## src/rtl/chan_dsp_pkg.sv

```systemverilog
// Shared definitions for the channel conditioning chain.
// Assumes nothing beyond standard SystemVerilog packages.
package chan_dsp_pkg;
    typedef enum logic {
        POL_DIRECT = 1'b0,
        POL_INVERT = 1'b1
    } polarity_e;

    localparam int DEF_ADC_W    = 10;
    localparam int DEF_K_W      = 8;
    localparam int DEF_IDX_W    = 16;
    localparam int DEF_AVG_LOG2 = 3;
endpackage

```

## src/rtl/cdsp_front.sv

```systemverilog
// Front stage: polarity choice, pedestal removal with clamp at zero,
// and the stream index counter.
// Assumes cfg_offset is static while samples flow.
module cdsp_front
    import chan_dsp_pkg::*;
#(
    parameter int ADC_W = DEF_ADC_W,
    parameter int IDX_W = DEF_IDX_W
) (
    input  logic             clk,
    input  logic             rst_n,
    input  logic             in_valid,
    input  logic [ADC_W-1:0] in_sample,
    input  logic             cfg_invert,
    input  logic [ADC_W-1:0] cfg_offset,
    output logic             s1_valid,
    output logic [ADC_W-1:0] s1_val,
    output logic [IDX_W-1:0] s1_idx
);
    polarity_e        pol;
    logic [ADC_W-1:0] work;
    logic [ADC_W-1:0] diff;
    logic             over;
    logic [IDX_W-1:0] cnt_q;

    // Pick the working value and compare it with the pedestal.
    always_comb begin
        pol  = polarity_e'(cfg_invert);
        work = (pol == POL_INVERT) ? ~in_sample : in_sample;
        over = work > cfg_offset;
        diff = work - cfg_offset;
    end

    // Register the clamped value and tag it with the running index.
    always_ff @(posedge clk) begin
        if (!rst_n) begin
            s1_valid <= 1'b0;
            s1_val   <= '0;
            s1_idx   <= '0;
            cnt_q    <= '0;
        end else begin
            s1_valid <= in_valid;
            if (in_valid) begin
                s1_val <= over ? diff : '0;
                s1_idx <= cnt_q;
                cnt_q  <= cnt_q + 1'b1;
            end
        end
    end
endmodule

```

## src/rtl/cdsp_tail_shaper.sv

```systemverilog
// First-order tail cancellation: y = s[n] - floor(k * s[n-1] / 2^K_W).
// Assumes k < 2^K_W so the subtracted term never exceeds s[n-1].
module cdsp_tail_shaper #(
    parameter int ADC_W = 10,
    parameter int K_W   = 8,
    parameter int IDX_W = 16,
    parameter int SW    = 12
) (
    input  logic                 clk,
    input  logic                 rst_n,
    input  logic                 s1_valid,
    input  logic [ADC_W-1:0]     s1_val,
    input  logic [IDX_W-1:0]     s1_idx,
    input  logic [K_W-1:0]       cfg_tail_k,
    output logic                 sh_valid,
    output logic signed [SW-1:0] sh_y,
    output logic [IDX_W-1:0]     sh_idx
);
    localparam int PW = ADC_W + K_W;

    logic [ADC_W-1:0]     prev_q;
    logic [PW-1:0]        prod;
    logic [ADC_W-1:0]     tail;
    logic signed [SW-1:0] y_next;

    // Scale the previous value and subtract it from the current one.
    always_comb begin
        prod   = PW'(cfg_tail_k) * PW'(prev_q);
        tail   = prod[PW-1:K_W];
        y_next = signed'({{(SW-ADC_W){1'b0}}, s1_val})
               - signed'({{(SW-ADC_W){1'b0}}, tail});
    end

    // Register the filtered value and remember the current input.
    always_ff @(posedge clk) begin
        if (!rst_n) begin
            sh_valid <= 1'b0;
            sh_y     <= '0;
            sh_idx   <= '0;
            prev_q   <= '0;
        end else begin
            sh_valid <= s1_valid;
            if (s1_valid) begin
                sh_y   <= y_next;
                sh_idx <= s1_idx;
                prev_q <= s1_val;
            end
        end
    end
endmodule

```

## src/rtl/cdsp_drift_baseline.sv

```systemverilog
// Adaptive baseline: an exponential running mean of the filtered value,
// subtracted from each sample and frozen while the sample is above threshold.
// Assumes the corrected value fits in SW signed bits.
module cdsp_drift_baseline #(
    parameter int IDX_W    = 16,
    parameter int SW       = 12,
    parameter int AVG_LOG2 = 3
) (
    input  logic                 clk,
    input  logic                 rst_n,
    input  logic                 sh_valid,
    input  logic signed [SW-1:0] sh_y,
    input  logic [IDX_W-1:0]     sh_idx,
    input  logic [SW-2:0]        cfg_thresh,
    output logic                 cv_valid,
    output logic signed [SW-1:0] cv_val,
    output logic                 cv_above,
    output logic [IDX_W-1:0]     cv_idx
);
    localparam int AW = SW + AVG_LOG2 + 1;

    logic signed [AW-1:0] acc_q;
    logic signed [AW-1:0] base_full;
    logic signed [SW-1:0] base;
    logic signed [SW-1:0] corr;
    logic signed [SW-1:0] thr_s;
    logic                 above;
    logic signed [AW-1:0] acc_next;

    // Derive the baseline, the corrected value and the threshold decision.
    always_comb begin
        base_full = acc_q >>> AVG_LOG2;
        base      = base_full[SW-1:0];
        corr      = sh_y - base;
        thr_s     = signed'({1'b0, cfg_thresh});
        above     = corr > thr_s;
        acc_next  = acc_q + signed'({{(AW-SW){corr[SW-1]}}, corr});
    end

    // Register the corrected sample; update the mean only on quiet samples.
    always_ff @(posedge clk) begin
        if (!rst_n) begin
            cv_valid <= 1'b0;
            cv_val   <= '0;
            cv_above <= 1'b0;
            cv_idx   <= '0;
            acc_q    <= '0;
        end else begin
            cv_valid <= sh_valid;
            if (sh_valid) begin
                cv_val   <= corr;
                cv_above <= above;
                cv_idx   <= sh_idx;
                if (!above) begin
                    acc_q <= acc_next;
                end
            end
        end
    end
endmodule

```

## src/rtl/cdsp_zero_supp.sv

```systemverilog
// Zero suppression with a one-sample guard on each side of every cluster.
// Holds one sample back: it is released when its successor arrives.
// Assumes the above-threshold flag travels with each corrected value.
module cdsp_zero_supp #(
    parameter int IDX_W = 16,
    parameter int SW    = 12
) (
    input  logic                 clk,
    input  logic                 rst_n,
    input  logic                 cv_valid,
    input  logic signed [SW-1:0] cv_val,
    input  logic                 cv_above,
    input  logic [IDX_W-1:0]     cv_idx,
    output logic                 out_valid,
    output logic signed [SW-1:0] out_sample,
    output logic [IDX_W-1:0]     out_idx
);
    logic                 held_full;
    logic signed [SW-1:0] held_val;
    logic [IDX_W-1:0]     held_idx;
    logic                 held_above;
    logic                 before_above;
    logic                 keep;

    // Keep the held sample if it or either neighbour is above threshold.
    always_comb begin
        keep = held_full && (held_above || before_above || cv_above);
    end

    // Release the held sample and shift the window on every new sample.
    always_ff @(posedge clk) begin
        if (!rst_n) begin
            out_valid    <= 1'b0;
            out_sample   <= '0;
            out_idx      <= '0;
            held_full    <= 1'b0;
            held_val     <= '0;
            held_idx     <= '0;
            held_above   <= 1'b0;
            before_above <= 1'b0;
        end else if (cv_valid) begin
            out_valid    <= keep;
            out_sample   <= held_val;
            out_idx      <= held_idx;
            before_above <= held_above;
            held_full    <= 1'b1;
            held_val     <= cv_val;
            held_idx     <= cv_idx;
            held_above   <= cv_above;
        end else begin
            out_valid <= 1'b0;
        end
    end
endmodule

```

## src/rtl/chan_dsp_chain.sv

```systemverilog
// Top of the channel conditioning chain: front stage, tail shaper,
// drift baseline and zero suppression in a fixed order.
// Assumes static configuration while samples flow.
module chan_dsp_chain
    import chan_dsp_pkg::*;
#(
    parameter int ADC_W    = DEF_ADC_W,
    parameter int K_W      = DEF_K_W,
    parameter int IDX_W    = 8,
    parameter int AVG_LOG2 = DEF_AVG_LOG2,
    localparam int SW      = ADC_W + 2
) (
    input  logic                 clk,
    input  logic                 rst_n,
    input  logic                 in_valid,
    input  logic [ADC_W-1:0]     in_sample,
    input  logic                 cfg_invert,
    input  logic [ADC_W-1:0]     cfg_offset,
    input  logic [K_W-1:0]       cfg_tail_k,
    input  logic [SW-2:0]        cfg_thresh,
    output logic                 out_valid,
    output logic signed [SW-1:0] out_sample,
    output logic [IDX_W-1:0]     out_idx
);
    logic                 s1_valid;
    logic [ADC_W-1:0]     s1_val;
    logic [IDX_W-1:0]     s1_idx;
    logic                 sh_valid;
    logic signed [SW-1:0] sh_y;
    logic [IDX_W-1:0]     sh_idx;
    logic                 cv_valid;
    logic signed [SW-1:0] cv_val;
    logic                 cv_above;
    logic [IDX_W-1:0]     cv_idx;

    cdsp_front #(.ADC_W(ADC_W), .IDX_W(IDX_W)) u_front (
        .clk(clk), .rst_n(rst_n), .in_valid(in_valid), .in_sample(in_sample),
        .cfg_invert(cfg_invert), .cfg_offset(cfg_offset),
        .s1_valid(s1_valid), .s1_val(s1_val), .s1_idx(s1_idx)
    );

    cdsp_tail_shaper #(.ADC_W(ADC_W), .K_W(K_W), .IDX_W(IDX_W), .SW(SW)) u_shaper (
        .clk(clk), .rst_n(rst_n), .s1_valid(s1_valid), .s1_val(s1_val),
        .s1_idx(s1_idx), .cfg_tail_k(cfg_tail_k),
        .sh_valid(sh_valid), .sh_y(sh_y), .sh_idx(sh_idx)
    );

    cdsp_drift_baseline #(.IDX_W(IDX_W), .SW(SW), .AVG_LOG2(AVG_LOG2)) u_base (
        .clk(clk), .rst_n(rst_n), .sh_valid(sh_valid), .sh_y(sh_y),
        .sh_idx(sh_idx), .cfg_thresh(cfg_thresh),
        .cv_valid(cv_valid), .cv_val(cv_val), .cv_above(cv_above), .cv_idx(cv_idx)
    );

    cdsp_zero_supp #(.IDX_W(IDX_W), .SW(SW)) u_zs (
        .clk(clk), .rst_n(rst_n), .cv_valid(cv_valid), .cv_val(cv_val),
        .cv_above(cv_above), .cv_idx(cv_idx),
        .out_valid(out_valid), .out_sample(out_sample), .out_idx(out_idx)
    );
endmodule

```

## config.mk

```make
export PLATFORM = sky130hd
export DESIGN_NAME = chan_dsp_chain
export DESIGN_NICKNAME = d
export VERILOG_FILES = /design/src/rtl/chan_dsp_pkg.sv /design/src/rtl/cdsp_front.sv /design/src/rtl/cdsp_tail_shaper.sv /design/src/rtl/cdsp_drift_baseline.sv /design/src/rtl/cdsp_zero_supp.sv /design/src/rtl/chan_dsp_chain.sv
export SDC_FILE = /design/constraint.sdc
export NUM_CORES = 1
export LEC_CHECK = 0
export BUFFER_PORTS_ARGS = -buffer_cell sky130_fd_sc_hd__buf_2
export CAP_MARGIN = 20
export CORE_MARGIN = 3
export CORE_UTILIZATION = 60
export CTS_CLUSTER_DIAMETER = 120
export CTS_CLUSTER_SIZE = 24
export DETAILED_ROUTE_END_ITERATION = 10
export PLACE_DENSITY = 0.86
export SETUP_SLACK_MARGIN = 0.05
export SLEW_MARGIN = 30
export SYNTH_ARGS = -nofsm -noshare
export SYNTH_HDL_FRONTEND = slang
export SYNTH_SLANG_ARGS = --single-unit
```

## constraint.sdc

```tcl
create_clock -name clk -period 14.4 [get_ports clk]
set_input_delay 0.72 -clock clk [delete_from_list [all_inputs] [get_ports clk]]
set_output_delay 0.72 -clock clk [all_outputs]
set_load 0.01 [all_outputs]
```

Yosys cells after proc, flatten, opt, wreduce, memory -nomap -nowiden:

Cells that the tools add are included.

* logic and storage cells: 38
* output and inout bits: 21
* bits of input ports: 43
* flip-flop bits (word level): 140

* $lt $le $gt $ge: 2
* bitwise operators: 2
* reductions and logical operators: 5
* muxes and demuxes: 2
* add/subtract/negate cells: 5
* multipliers: 1

Operators with widths (number)
* two-way mux 10 bit: 2
* multiplier 8 x 10 -> 18 bit: 1
* adder 16 x 12 -> 16 bit: 1
* greater-than comparator 12 bit: 1
* subtractor 12 bit: 1
* subtractor 10 x 10 -> 11 bit: 1
* greater-than comparator 10 bit: 1
* NOT 10 bit: 1
* subtractor 10 bit: 1
* adder 8 x 1 -> 8 bit (second input constant): 1
* AND reduction 2 bit: 2
* logical OR 1 bit: 2
* logical AND 1 bit: 1
* NOT 1 bit: 1

Longest topological paths before layout:

Gate-level depths: netlist of run 1.

* depth after elaboration: 4
* depth in mapped cells: 27
* depth with buffers taken out: 27

Cells and area by module:

From an unflattened synthesis of run 1, not the netlist that was laid out.

* cells, all modules: 1063
* area total of the unflattened synthesis: 10163.5 um^2

Modules (own cells, without submodules)
* cdsp_tail_shaper: cells an instance 433, area each 3935.0 um^2, times used 1, sequential area each 600.6 um^2
* cdsp_drift_baseline: cells an instance 307, area each 2819.0 um^2, times used 1, sequential area each 740.7 um^2
* cdsp_front: cells an instance 182, area each 1717.9 um^2, times used 1, sequential area each 540.5 um^2
* cdsp_zero_supp: cells an instance 141, area each 1691.6 um^2, times used 1, sequential area each 880.8 um^2

Worst setup path before layout of run 1:

No wires, ideal clock.

* path kind: input-to-reg
* start point: input cfg_tail_k[7]
* end point: register u_shaper.sh_y[9]
* data required time: 14.278 ns
* arrival time: 5.818 ns
* library setup time: 0.122 ns
* slack: 8.460 ns
* stages: 25
* buffers on the path: 1
* path through: clkbuf_1 nand2_1 fa_1 fa_1 inv_1 fa_1 inv_1 fa_1 inv_1 ha_1 nand3_1 o21ai_0 nand2_1 nand2b_1 a21oi_1 xor2_1 ha_1 o21ai_0 a21boi_0 o21ai_0 a21boi_0 o21ai_0 a21oi_1 nor4_1 a311o_1

* longest elaborated chain between the ends: 2

RTL lines
* start: declaration: RTL line chan_dsp_chain.sv:19 `input logic [K_W-1:0] cfg_tail_k,`
* multiplier 8 x 10 -> 18 bit: RTL line cdsp_tail_shaper.sv:28 `prod = PW'(cfg_tail_k) * PW'(prev_q);`
* subtractor 10 x 10 -> 11 bit: RTL line cdsp_tail_shaper.sv:31 `- signed'({{(SW-ADC_W){1'b0}}, tail});`
* end signal: assignment: RTL line cdsp_tail_shaper.sv:44 `sh_y <= y_next;`
* end: declaration: RTL line cdsp_tail_shaper.sv:16 `output logic signed [SW-1:0] sh_y,`

No other way between the ends.
A chain may end at the register's enable or synchronous reset.

Worst setup path in the final report of run 1:

* start point: register u_shaper.prev_q[3]
* end point: register u_shaper.sh_y[9]

* longest elaborated chain between the ends: 2

RTL lines
* start: declaration: RTL line cdsp_tail_shaper.sv:21 `logic [ADC_W-1:0] prev_q;`
* start signal: assignment: RTL line cdsp_tail_shaper.sv:46 `prev_q <= s1_val;`
* multiplier 8 x 10 -> 18 bit: RTL line cdsp_tail_shaper.sv:28
* subtractor 10 x 10 -> 11 bit: RTL line cdsp_tail_shaper.sv:31

No other way between the ends.

==> metrics.md, run 1 <==
| Metric | Value |
|---|---|
| Outcome | `completed` |
| Number of CTS-inserted buffers | `17` |
| Final-layout setup total negative slack | `0 ps` |
| Number of global-route vias before repair | `7,150` |
| Clock-pin transition on the worst setup and hold timing paths | `60 ps` |
| Synthesized netlist cell count | `1,039` |
| Cell Count Post-Placement | `1,281` |
| Ratio of cells with drive above 1 in the final layout | `9.62%` |
| Clock Power Share | `24.7%` |
| Total track usage | `23.2%` |
| Area grow syn2layout | `11.2%` |
| Post-Synthesis Net Count | `1,225` |
| Flop2flop setup slack | `8280 ps` |
| Min Clock Period, post-route | `6120 ps` |
| Main combinational cell family by area after synthesis | `adder cells` |
| Std-Cell Core Area | `0.0153 mm2` |
| Gates resized, CTS repair | `0` |
| Net count reported at finish | `1,275` |
| TritonCTS clock tree | `built` |
| Total standard cell area after synthesis | `0.00947 mm2` |
| Crit. End Element | `flop` |
| Skew-Pair Late Insertion Delay | `430 ps` |
| Hold Buf Count CTS | `0` |
| Placed inst area | `0.00993 mm2` |
| Post-Synth XOR/XNOR Area | `5.35%` |
| Path type of the worst setup path | `reg2reg` |
| Final Cell Area | `0.0105 mm2` |
| Setup violators final | `0` |
| Number of standard cells in the layout, taps in and fillers out | `1,313` |
| Maximum clock rate | `164 MHz` |
| Data required, critical path | `14,710 ps` |
| Width of the die | `132 um` |
| Count of pins on the block boundary | `64` |
| Multi-input gate area | `0.00614 mm2` |
| HPWL Detailed | `13,900 um` |
| Die outline area | `0.0173 mm2` |
| Ratio of routed vias to standard cells | `5.43` |
| Class of the tightest hold or removal check | `reg2reg` |
| Worst vdd ir | `0.000126 V` |
| Share of total power in combinational logic | `50.8%` |
| Post-synthesis async set-or-reset flop share | `0%` |
| Pin count of the biggest net entering global routing | `90` |
| Remaining routing DRC violations | `0` |
| Routability congestion estimate from global placement | `0.904` |
| Switching part of the total power | `40.0%` |
| Number of H-tree levels | `4` |
| Routed WL per cell | `14.9 um` |
| Final clock skew | `9.55 ps` |
| Most common cell after layout, fill and taps aside | `nor2_1` |
| Unrepaired setup endpoints after global routing | `no` |
| Worst Path Max Fanout | `9` |
| Total global routing overflow | `0` |
| Synth unique cells | `51` |
| Wire length of the first global-routing pass | `33,500 um` |
| Area fraction in compound gates after synthesis | `8.61%` |
| Number of search-and-repair iterations in the first detailed-routing pass | `6` |
| Pins over their slew limit | `0` |
| Count of buffers inserted at the top-level ports | `63` |
| Power share of the sequential group | `24.5%` |
| Post-synthesis adder-cell area fraction | `22.9%` |
| Post-route antenna net violation count | `0` |
| Crit path launch type | `flop` |
| Clk buf depth | `2` |
| Simple-gate share of the synthesized area | `16.6%` |
| Fill cell total of the finished layout | `1,128` |
| Number of antenna repair diodes | `0` |
| Overall routed net length | `19,600 um` |
| Number of DRC markers in iteration 0 | `427` |
| Worst max-slew margin expressed relative to the limit | `41.9%` |
| Share of synthesized area occupied by flip-flops and latches | `29.2%` |
| Tightest Pin Transition | `872 ps` |
| Clk sinks | `138` |
| Per-instance average area after synthesis | `9.11 um2` |
| Number of violations of the max-capacitance limit | `0` |
| Starting utilization of the core area | `61.8%` |
| Pint | `1.08 mW` |
| Total of flip-flops plus latches after synthesis | `138` |
| Signal arrival time at the worst endpoint | `6430 ps` |
| Die boundary height | `132 um` |
| Post-CTS setup repair buffer count | `0` |
| Share of the cycle needed by the critical path after routing | `42.5%` |
| Post-route total power | `1.81 mW` |
| Number of flops mapped to enable cells by yosys | `0` |
| Count of endpoints failing hold in the final timing report | `0` |
| Yosys warning total | `0` |
| Number of rows in the core area | `45` |
| Portion of netlist area occupied by mux cells | `11.3%` |
| Number of antenna violations at the first check in global routing | `0` |
| Pleak | `4.97 nW` |
| Detailed-route via count | `7,130` |
| Most used cells in the layout excluding fill and tap cells | `144 x nor2_1, 137 x dfxtp_1, 110 x inv_1, 107 x mux2i_1, 92 x ha_1` |
| Area taken by flip-flops and latches | `0.00276 mm2` |
| Net Switching | `724 uW` |
| Final core utilization | `68.8%` |
| Pwr dens | `172 mW/mm2` |
| Root Buffer Master | `clkbuf_16` |
| Flip-flop cell with the highest count after synthesis | `dfxtp_1` |
-- layer usage --
layer | vias to the layer above | global-route usage (%) | part of all wire [%]
met5 | - | 0 | 0
met4 | 0 | 6.36 | 1.6
met3 | 30 | 4.52 | 3.8
met2 | 138 | 39.6 | 50
met1 | 3420 | 30.1 | 44
li1 | 3542 | - | -
-- worst paths after layout --
check | startpoint | endpoint | cells past startpoint
worst min register to register | u_zs.held_full | u_zs.out_valid | 2
worst max-delay path | u_shaper.prev_q[3] | u_shaper.sh_y[9] | 24
worst min-delay path | u_zs.held_full | u_zs.out_valid | 2
worst max register to register | u_shaper.prev_q[3] | u_shaper.sh_y[9] | 24
-- cells by family (layout without fill, tap and decap cells) --
group / after synthesis / in the layout
compound gates: 122 / 122
xor+xnor: 57 / 57
fa+ha+maj: 143 / 143
buf+inv: 147 / 210
flops: 138 / 138
mux: 107 / 107
simple gates: 325 / 325
-- synthesized netlist by cell type, types with 3 or more instances --
cell type / count / share of area [%]
inv_1: 111 / 4.4
and3_1: 5 / 0.33
nand4_1: 6 / 0.40
o21ai_0: 26 / 1.4
nand2b_1: 11 / 0.73
ha_1: 92 / 12
a21o_1: 13 / 1.0
nand3_1: 12 / 0.63
mux2i_1: 107 / 11
nor2b_1: 18 / 1.2
o21bai_1: 6 / 0.48
o31ai_1: 3 / 0.24
a211oi_1: 6 / 0.48
nor2_1: 144 / 5.7
nand2_1: 38 / 1.5
nor3_1: 8 / 0.42
dfxtp_1: 138 / 29
o21a_1: 6 / 0.48
a21oi_1: 37 / 2.0
a31oi_1: 5 / 0.33
a21boi_0: 3 / 0.24
nand3b_1: 6 / 0.48
buf_1: 4 / 0.16
o211ai_1: 3 / 0.24
and2_1: 61 / 4.0
fa_1: 51 / 11
or3_1: 8 / 0.53
clkbuf_1: 31 / 1.2
xnor2_1: 30 / 2.8
xor2_1: 26 / 2.4
-- registers in the layout, summed over array words and instances (netlist names), 8 cells and up --
name / cells
u_shaper.sh_idx: 8
u_zs.out_idx: 8
u_shaper.sh_y: 11
u_front.cnt_q: 8
u_zs.held_val: 12
u_base.acc_q: 15
u_shaper.prev_q: 10
u_base.cv_idx: 8
u_front.s1_val: 10
u_zs.out_sample: 12
u_base.cv_val: 12
u_front.s1_idx: 8
u_zs.held_idx: 8
-- power by group through the flow --
stage	registers (mW)	clock network [mW]	logic (mW)
after floorplan	0.440	0	0.719
after global placement	0.448	0	0.855
after detailed placement	0.449	0	0.888
after CTS	0.442	0.452	0.914
after global routing	0.446	0.470	1.02
final	0.442	0.447	0.919
-- worst max-delay path, stage by stage, from the launching register on --
cell and delay (ps):
dfxtp_1 540, nand2_1 140, fa_1 510, fa_1 490
inv_1 50, fa_1 530, inv_1 60, fa_1 520
inv_1 40, ha_1 280, nand3_1 60, o21ai_0 300
nand2_1 130, nand2b_1 120, a21oi_1 90, xor2_1 150
ha_1 320, o21ai_0 110, a21boi_0 250, o21ai_0 160
a21boi_0 350, o21ai_0 170, a21oi_1 210, nor4_1 80
a311o_1 330
-- metrics by stage --
| step | worst slack [ps] | hold WS, ps |
|---|---|---|
| 6_report | 8280 | 457 |
| 3_5_place_dp | 8040 | 449 |
| 2_1_floorplan | 8460 | 435 |
| 5_1_grt | 7820 | 488 |
| 3_3_place_gp | 8190 | 444 |
| 4_1_cts | 8350 | 459 |
-- final cells by class --
class / count / share of cell area, %
multi-input cells: 754 / 58.3
flip-flops and latches: 138 / 26.2
clock buffers: 19 / 4.11
inverters: 111 / 3.97
repair buffers: 67 / 3.28
well taps: 211 / 2.51
clock inverters: 13 / 1.58
No activity file was read; power rests on OpenSTA's default activity.
==> inputs of run 2 (changes only) <==
ABC_AREA = 1   (was not set)
CORE_UTILIZATION = 56   (was 60)
PLACE_DENSITY = 0.84   (was 0.86)
clock period = 5.5 ns   (was 14.4 ns; I/O delays follow)
==> metrics.md, run 2 <==
| Metric | Value |
|---|---|
| Outcome | `completed` |
| Worst max-slew margin expressed relative to the limit | `37.2%` |
| Class of the tightest hold or removal check | `in2reg` |
| Post-synthesis async set-or-reset flop share | `0%` |
| Cell types occupying the most area after synthesis | `dfxtp_1 28%, ha_1 12%, fa_1 10%` |
| Max FFs per register | `15` |
| Hold path cells | `3` |
| Routability congestion estimate from global placement | `0.953` |
| Final clock skew | `6.89 ps` |
| Setup violators final | `0` |
| Number of search-and-repair iterations in the first detailed-routing pass | `5` |
| Launch point of the worst hold path | `in_valid` |
| Share of the cycle needed by the critical path after routing | `96.6%` |
| Path type of the worst setup path | `reg2reg` |
| Total standard cell area after synthesis | `0.00995 mm2` |
| Tightest Pin Transition | `943 ps` |
| Delay of the slowest cell on the worst path | `550 ps` |
| Length of routed met2 wiring | `10,800 um` |
| Highest routed metal layer | `met4` |
| Number of CTS-inserted buffers | `17` |
| Number of H-tree levels | `4` |
| Area grow syn2layout | `12.4%` |
| Yosys warning total | `0` |
| Clk buf depth | `2` |
| Post-Synthesis Net Count | `1,594` |
| Met3 wire length | `1490 um` |
| Worst flop-to-flop path startpoint | `u_shaper.prev_q[2]` |
| Synth unique cells | `45` |
| Maximum clock rate | `188 MHz` |
| Number of DRC markers in iteration 0 | `624` |
| Placed inst area | `0.0104 mm2` |
| HPWL Detailed | `16,200 um` |
| Number of violations of the max-capacitance limit | `0` |
| Worst Path Max Fanout | `5` |
| Most used cells in the layout excluding fill and tap cells | `237 x inv_1, 233 x nand2_1, 227 x nor2_1, 130 x dfxtp_1, 114 x o21ai_0` |
| Flop2flop setup slack | `190 ps` |
| Pleak | `6.20 nW` |
| Most flops, register | `u_base.acc_q` |
| Ratio of routed vias to standard cells | `5.31` |
| Number of rows in the core area | `48` |
| Net count reported at finish | `1,636` |
| Final core utilization | `64.4%` |
| Total of flip-flops plus latches after synthesis | `138` |
| Post-route total power | `3.92 mW` |
| Number of global-route vias before repair | `8,462` |
| Count of endpoints failing hold in the final timing report | `0` |
| Die boundary height | `139 um` |
| Hold Buf Count CTS | `0` |
| Clock-pin transition on the worst setup and hold timing paths | `60 ps` |
| WHS | `287 ps` |
| Endpoint of the most critical register-to-register path | `u_shaper.sh_y[8]` |
| Most common cell after layout, fill and taps aside | `inv_1` |
| TritonCTS clock tree | `built` |
| Cell with the largest stage delay on the worst path | `fa_1` |
| Per-instance average area after synthesis | `7.07 um2` |
| Starting utilization of the core area | `57.3%` |
| Number of antenna repair diodes | `0` |
| Overall routed net length | `22,700 um` |
| Signal arrival time at the worst endpoint | `5680 ps` |
| Crit path launch type | `flop` |
| Pin count of the biggest net entering global routing | `108` |
| Top cells by instance count after synthesis | `240 x inv_1, 237 x nand2_1, 227 x nor2_1` |
| Post-route antenna net violation count | `0` |
| Synthesized netlist cell count | `1,408` |
| Logic depth of the worst register-to-register path | `31` |
| Met1 routed wirelength after detailed routing | `9900 um` |
| Routed WL per cell | `13.5 um` |
| Std-Cell Core Area | `0.0174 mm2` |
| Width of the die | `139 um` |
| Cell seen most often among critical-path stages | `nand2_1` |
| Count of pins on the block boundary | `64` |
| Data required, critical path | `5870 ps` |
| Total track usage | `23.1%` |
| Hold Path Sink | `u_front.s1_valid` |
| Number of flops mapped to enable cells by yosys | `0` |
| Share of synthesized area occupied by flip-flops and latches | `27.8%` |
| Share of the synthesized area in the top cell type | `27.8%` |
| Skew-Pair Late Insertion Delay | `420 ps` |
| Min Clock Period, post-route | `5310 ps` |
| Clk sinks | `138` |
| Wire length of the first global-routing pass | `37,700 um` |
| Flip-flop cell with the highest count after synthesis | `dfxtp_1` |
| Count of buffers inserted at the top-level ports | `63` |
| Worst vdd ir | `0.000278 V` |
| Library cell with the highest instance count after synthesis | `inv_1` |
| Crit. End Element | `flop` |
| Detailed-route via count | `8,968` |
| Remaining routing DRC violations | `0` |
| Die outline area | `0.0194 mm2` |
| Root Buffer Master | `clkbuf_16` |
| Total global routing overflow | `0` |
| Pins over their slew limit | `0` |
| Final Cell Area | `0.0112 mm2` |
| Pwr dens | `350 mW/mm2` |
| Dominant cell type by area after synthesis | `dfxtp_1` |
| Number of antenna violations at the first check in global routing | `0` |
| Ratio of cells with drive above 1 in the final layout | `10.5%` |
run 2: what timing repair did:
| action | CTS | global route |
|---|---|---|
| setup endpoints to repair | 1 | 6 |
| pin swaps | 0 | 11 |
| buffers inserted | 0 | 8 |
| resized for setup | 4 | 31 |
run 2: per-layer routing:
metal  up-vias  global-route usage [%]
met2       310                    39.2
met5         -                       0
li1       4476                       -
met1      4131                    29.2
met4         0                    8.81
met3        51                    4.47
run 2: worst max-delay path by stage:
stage,from,endpoint,slack (ps),cells past startpoint
after detailed placement,u_shaper.prev_q[0],u_shaper.sh_y[8],-10,30
after global routing,u_shaper.prev_q[0],u_shaper.sh_y[8],-120,32
after global placement,cfg_tail_k[7],u_shaper.sh_y[8],160,33
after CTS,u_shaper.prev_q[0],u_shaper.sh_y[8],100,31
final,u_shaper.prev_q[2],u_shaper.sh_y[8],190,31
after floorplan,cfg_tail_k[7],u_shaper.sh_y[8],220,33
run 2: layout make-up:
class / count / area, um2
clock buffers: 19 / 443
clock inverters: 13 / 190
fillers: 1411 / 6170
inverters: 242 / 908
multi-input cells: 968 / 6100
flip-flops and latches: 138 / 2790
well taps: 225 / 282
repair buffers: 83 / 478
run 2: worst max-delay path: cells and delay by family (launching register included):
kind	cells	cell delay (ps)
buf+inv	5	230
compound gates	3	440
xor+xnor	1	150
flops	1	360
fa+ha+maj	6	2740
simple gates	16	1330
run 2: report_power, final:
| part | internal [mW] | switching, mW | leakage [nW] |
|---|---|---|---|
| registers | 1.06 | 0.0497 | 1.13 |
| logic | 0.581 | 0.991 | 4.77 |
| clock network | 0.776 | 0.453 | 0.302 |
| total | 2.42 | 1.49 | 6.20 |
run 2: through the flow:
| stage | setup slack [ps] | instances | setup TNS [ps] |
|---|---|---|---|
| 3_5_place_dp | -10.2 | 1648 | -10.2 |
| 4_1_cts | 99.7 | 1680 | 0 |
| 2_1_floorplan | 223 | 1408 | 0 |
| 5_1_grt | -115 | 1688 | -125 |
| 3_3_place_gp | 161 | 1648 | 0 |
| 6_report | 186 | 1688 | 0 |
run 2: cells by family after synthesis:
group                    count (synthesis)  share of synthesized area (%)
AO/OA/AOI/OAI                          243                           12.9
XOR/XNOR                                52                           4.58
adder cells (fa/ha/maj)                143                           21.8
buffers and inverters                  302                           11.7
flip-flops                             138                           27.8
AND/OR/NAND/NOR                        530                           21.3
==> inputs of run 3 (changes only) <==
REMOVE_ABC_BUFFERS = 1   (was not set)
==> metrics.md, run 3 (synthesis gave the netlist of run 2 again) <==
| Metric | Value |
|---|---|
| Worst Path Max Fanout | `8` |
| Number of antenna violations at the first check in global routing | `0` |
| Die outline area | `0.0194 mm2` |
| Cell with the largest stage delay on the worst path | `fa_1` |
| Number of H-tree levels | `4` |
| Die boundary height | `139 um` |
| Pins over their slew limit | `0` |
| Remaining routing DRC violations | `0` |
| Root Buffer Master | `clkbuf_16` |
| Share of the cycle needed by the critical path after routing | `95.2%` |
| Most flops, register | `u_base.acc_q` |
| Clk sinks | `138` |
| Worst vdd ir | `0.000340 V` |
| Min Clock Period, post-route | `5240 ps` |
| Final-layout setup total negative slack | `0 ps` |
| WHS | `253 ps` |
| Post-route total power | `3.93 mW` |
| Overall routed net length | `22,500 um` |
| Cell Count Post-Placement | `1,653` |
| Worst max-slew margin expressed relative to the limit | `38.4%` |
| Crit path launch type | `flop` |
| Post-route antenna net violation count | `0` |
| Total track usage | `23.6%` |
| Ratio of cells with drive above 1 in the final layout | `9.90%` |
| Data required, critical path | `5860 ps` |
| Count of pins on the block boundary | `64` |
| Max FFs per register | `15` |
| Pin count of the biggest net entering global routing | `82` |
| Final clock skew | `13.2 ps` |
| Std-Cell Core Area | `0.0174 mm2` |
| Pleak | `6.23 nW` |
| Setup violators final | `0` |
| Routed WL per cell | `13.3 um` |
| Starting utilization of the core area | `57.3%` |
| Hold Buf Count CTS | `0` |
| Unrepaired setup endpoints after global routing | `yes` |
| Total global routing overflow | `0` |
| Path type of the worst setup path | `reg2reg` |
| Total buffers and inverters traversed by the critical path | `7` |
| Number of standard cells in the layout, taps in and fillers out | `1,690` |
| Maximum clock rate | `191 MHz` |
| Width of the die | `139 um` |
| Number of global-route vias before repair | `8,784` |
| Ratio of routed vias to standard cells | `5.25` |
| Number of search-and-repair iterations in the first detailed-routing pass | `5` |
| Outcome | `completed` |
| Skew-Pair Late Insertion Delay | `430 ps` |
| TritonCTS clock tree | `built` |
| Number of antenna repair diodes | `0` |
| Most used cells in the layout excluding fill and tap cells | `238 x inv_1, 235 x nand2_1, 227 x nor2_1, 132 x dfxtp_1, 114 x o21ai_0` |
| Class of the tightest hold or removal check | `in2reg` |
| Tightest Pin Transition | `918 ps` |
| Detailed-route via count | `8,872` |
| Pwr dens | `351 mW/mm2` |
| Wire length of the first global-routing pass | `38,900 um` |
| Cell seen most often among critical-path stages | `nand2_1` |
| HPWL Detailed | `16,400 um` |
| Routability congestion estimate from global placement | `0.948` |
| Area grow syn2layout | `12.3%` |
| Crit. End Element | `flop` |
| Number of DRC markers in iteration 0 | `524` |
| Final core utilization | `64.4%` |
| Count of buffers inserted at the top-level ports | `63` |
| Clk buf depth | `2` |
| Number of violations of the max-capacitance limit | `0` |
| Signal arrival time at the worst endpoint | `5600 ps` |
| Fill cell total of the finished layout | `1,466` |
| Clock-pin transition on the worst setup and hold timing paths | `70 ps` |
| Delay of the slowest cell on the worst path | `570 ps` |
| Net count reported at finish | `1,639` |
| Number of CTS-inserted buffers | `17` |
| Number of rows in the core area | `48` |
| Count of endpoints failing hold in the final timing report | `0` |
| Family with the most delay on the worst path | `adder cells` |
| Most common cell after layout, fill and taps aside | `inv_1` |
-- run 3: cell count changes in the layout (fill, tap and decap cells not counted), moves of 2 or more --
| cell | before | now |
|---|---|---|
| a21oi_2 | 5 | 3 |
| a21oi_1 | 95 | 97 |
| buf_4 | 19 | 23 |
| inv_2 | 4 | 2 |
| dfxtp_1 | 130 | 132 |
| clkinv_4 | 0 | 3 |
| ha_2 | 2 | 0 |
| ha_1 | 89 | 91 |
| clkinvlp_4 | 3 | 0 |
| nand2_2 | 7 | 5 |
| nand2_1 | 233 | 235 |
| inv_6 | 3 | 1 |
| dfxtp_4 | 5 | 2 |
-- run 3: worst register-to-register path: cells and delay by family (launching register included) --
family | cells | cell delay (ps)
adders and majority gates | 6 | 2600
AOI/OAI and AO/OA | 1 | 170
and+or+nand+nor | 18 | 1480
DFF | 1 | 320
buffers and inverters | 7 | 540
xor gates and xnor gates | 1 | 60
-- run 3: report_power, final --
group	switching, mW	leakage (nW)	total, mW	internal [mW]
registers	0.0505	1.13	1.12	1.07
logic	0.975	4.78	1.55	0.573
clock network	0.434	0.318	1.26	0.829
-- run 3: cell type report --
cell class                      count  area [um2]  share of cell area, %
Sequential cell                   138        2780                   24.8
Inverter                          242         908                   8.13
Tap cell                          225         282                   2.52
Clock inverter                     10         190                   1.70
Timing Repair Buffer               86         488                   4.37
Multi-Input combinational cell    968        6070                   54.3
Clock buffer                       21         460                   4.12
-- run 3: path summary, 6_finish.rpt --
path | start | slack, ps | cells past startpoint | endpoint
setup / recovery | u_shaper.prev_q[2] | 260 | 33 | u_shaper.sh_y[8]
hold / removal | in_valid | 250 | 3 | u_front.s1_valid
setup reg to reg | u_shaper.prev_q[2] | 260 | 33 | u_shaper.sh_y[8]
hold reg to reg | u_base.cv_val[10] | 460 | 2 | u_zs.held_val[10]
-- run 3: stage by stage --
stage                     area [um2]  worst slack [ps]
after floorplan                 9700               361
after global placement         10400               181
after detailed placement       10400              56.1
after CTS                      11100              62.8
after global routing           11200             -35.3
final                          11200               261
-- run 3: per-layer routing --
layer  track usage (%)  vias up  part of all wire [%]
met5                 0        -                     0
met4              8.29        0                   2.3
met3              4.36       55                   5.2
met2              40.4      232                    48
met1              30.0     4095                    45
li1                  -     4490                     -
-- run 3: repair_timing --
action                                  CTS  global route
resized for setup                         0            22
setup buffers                             0             6
endpoints found under the setup margin    0             6
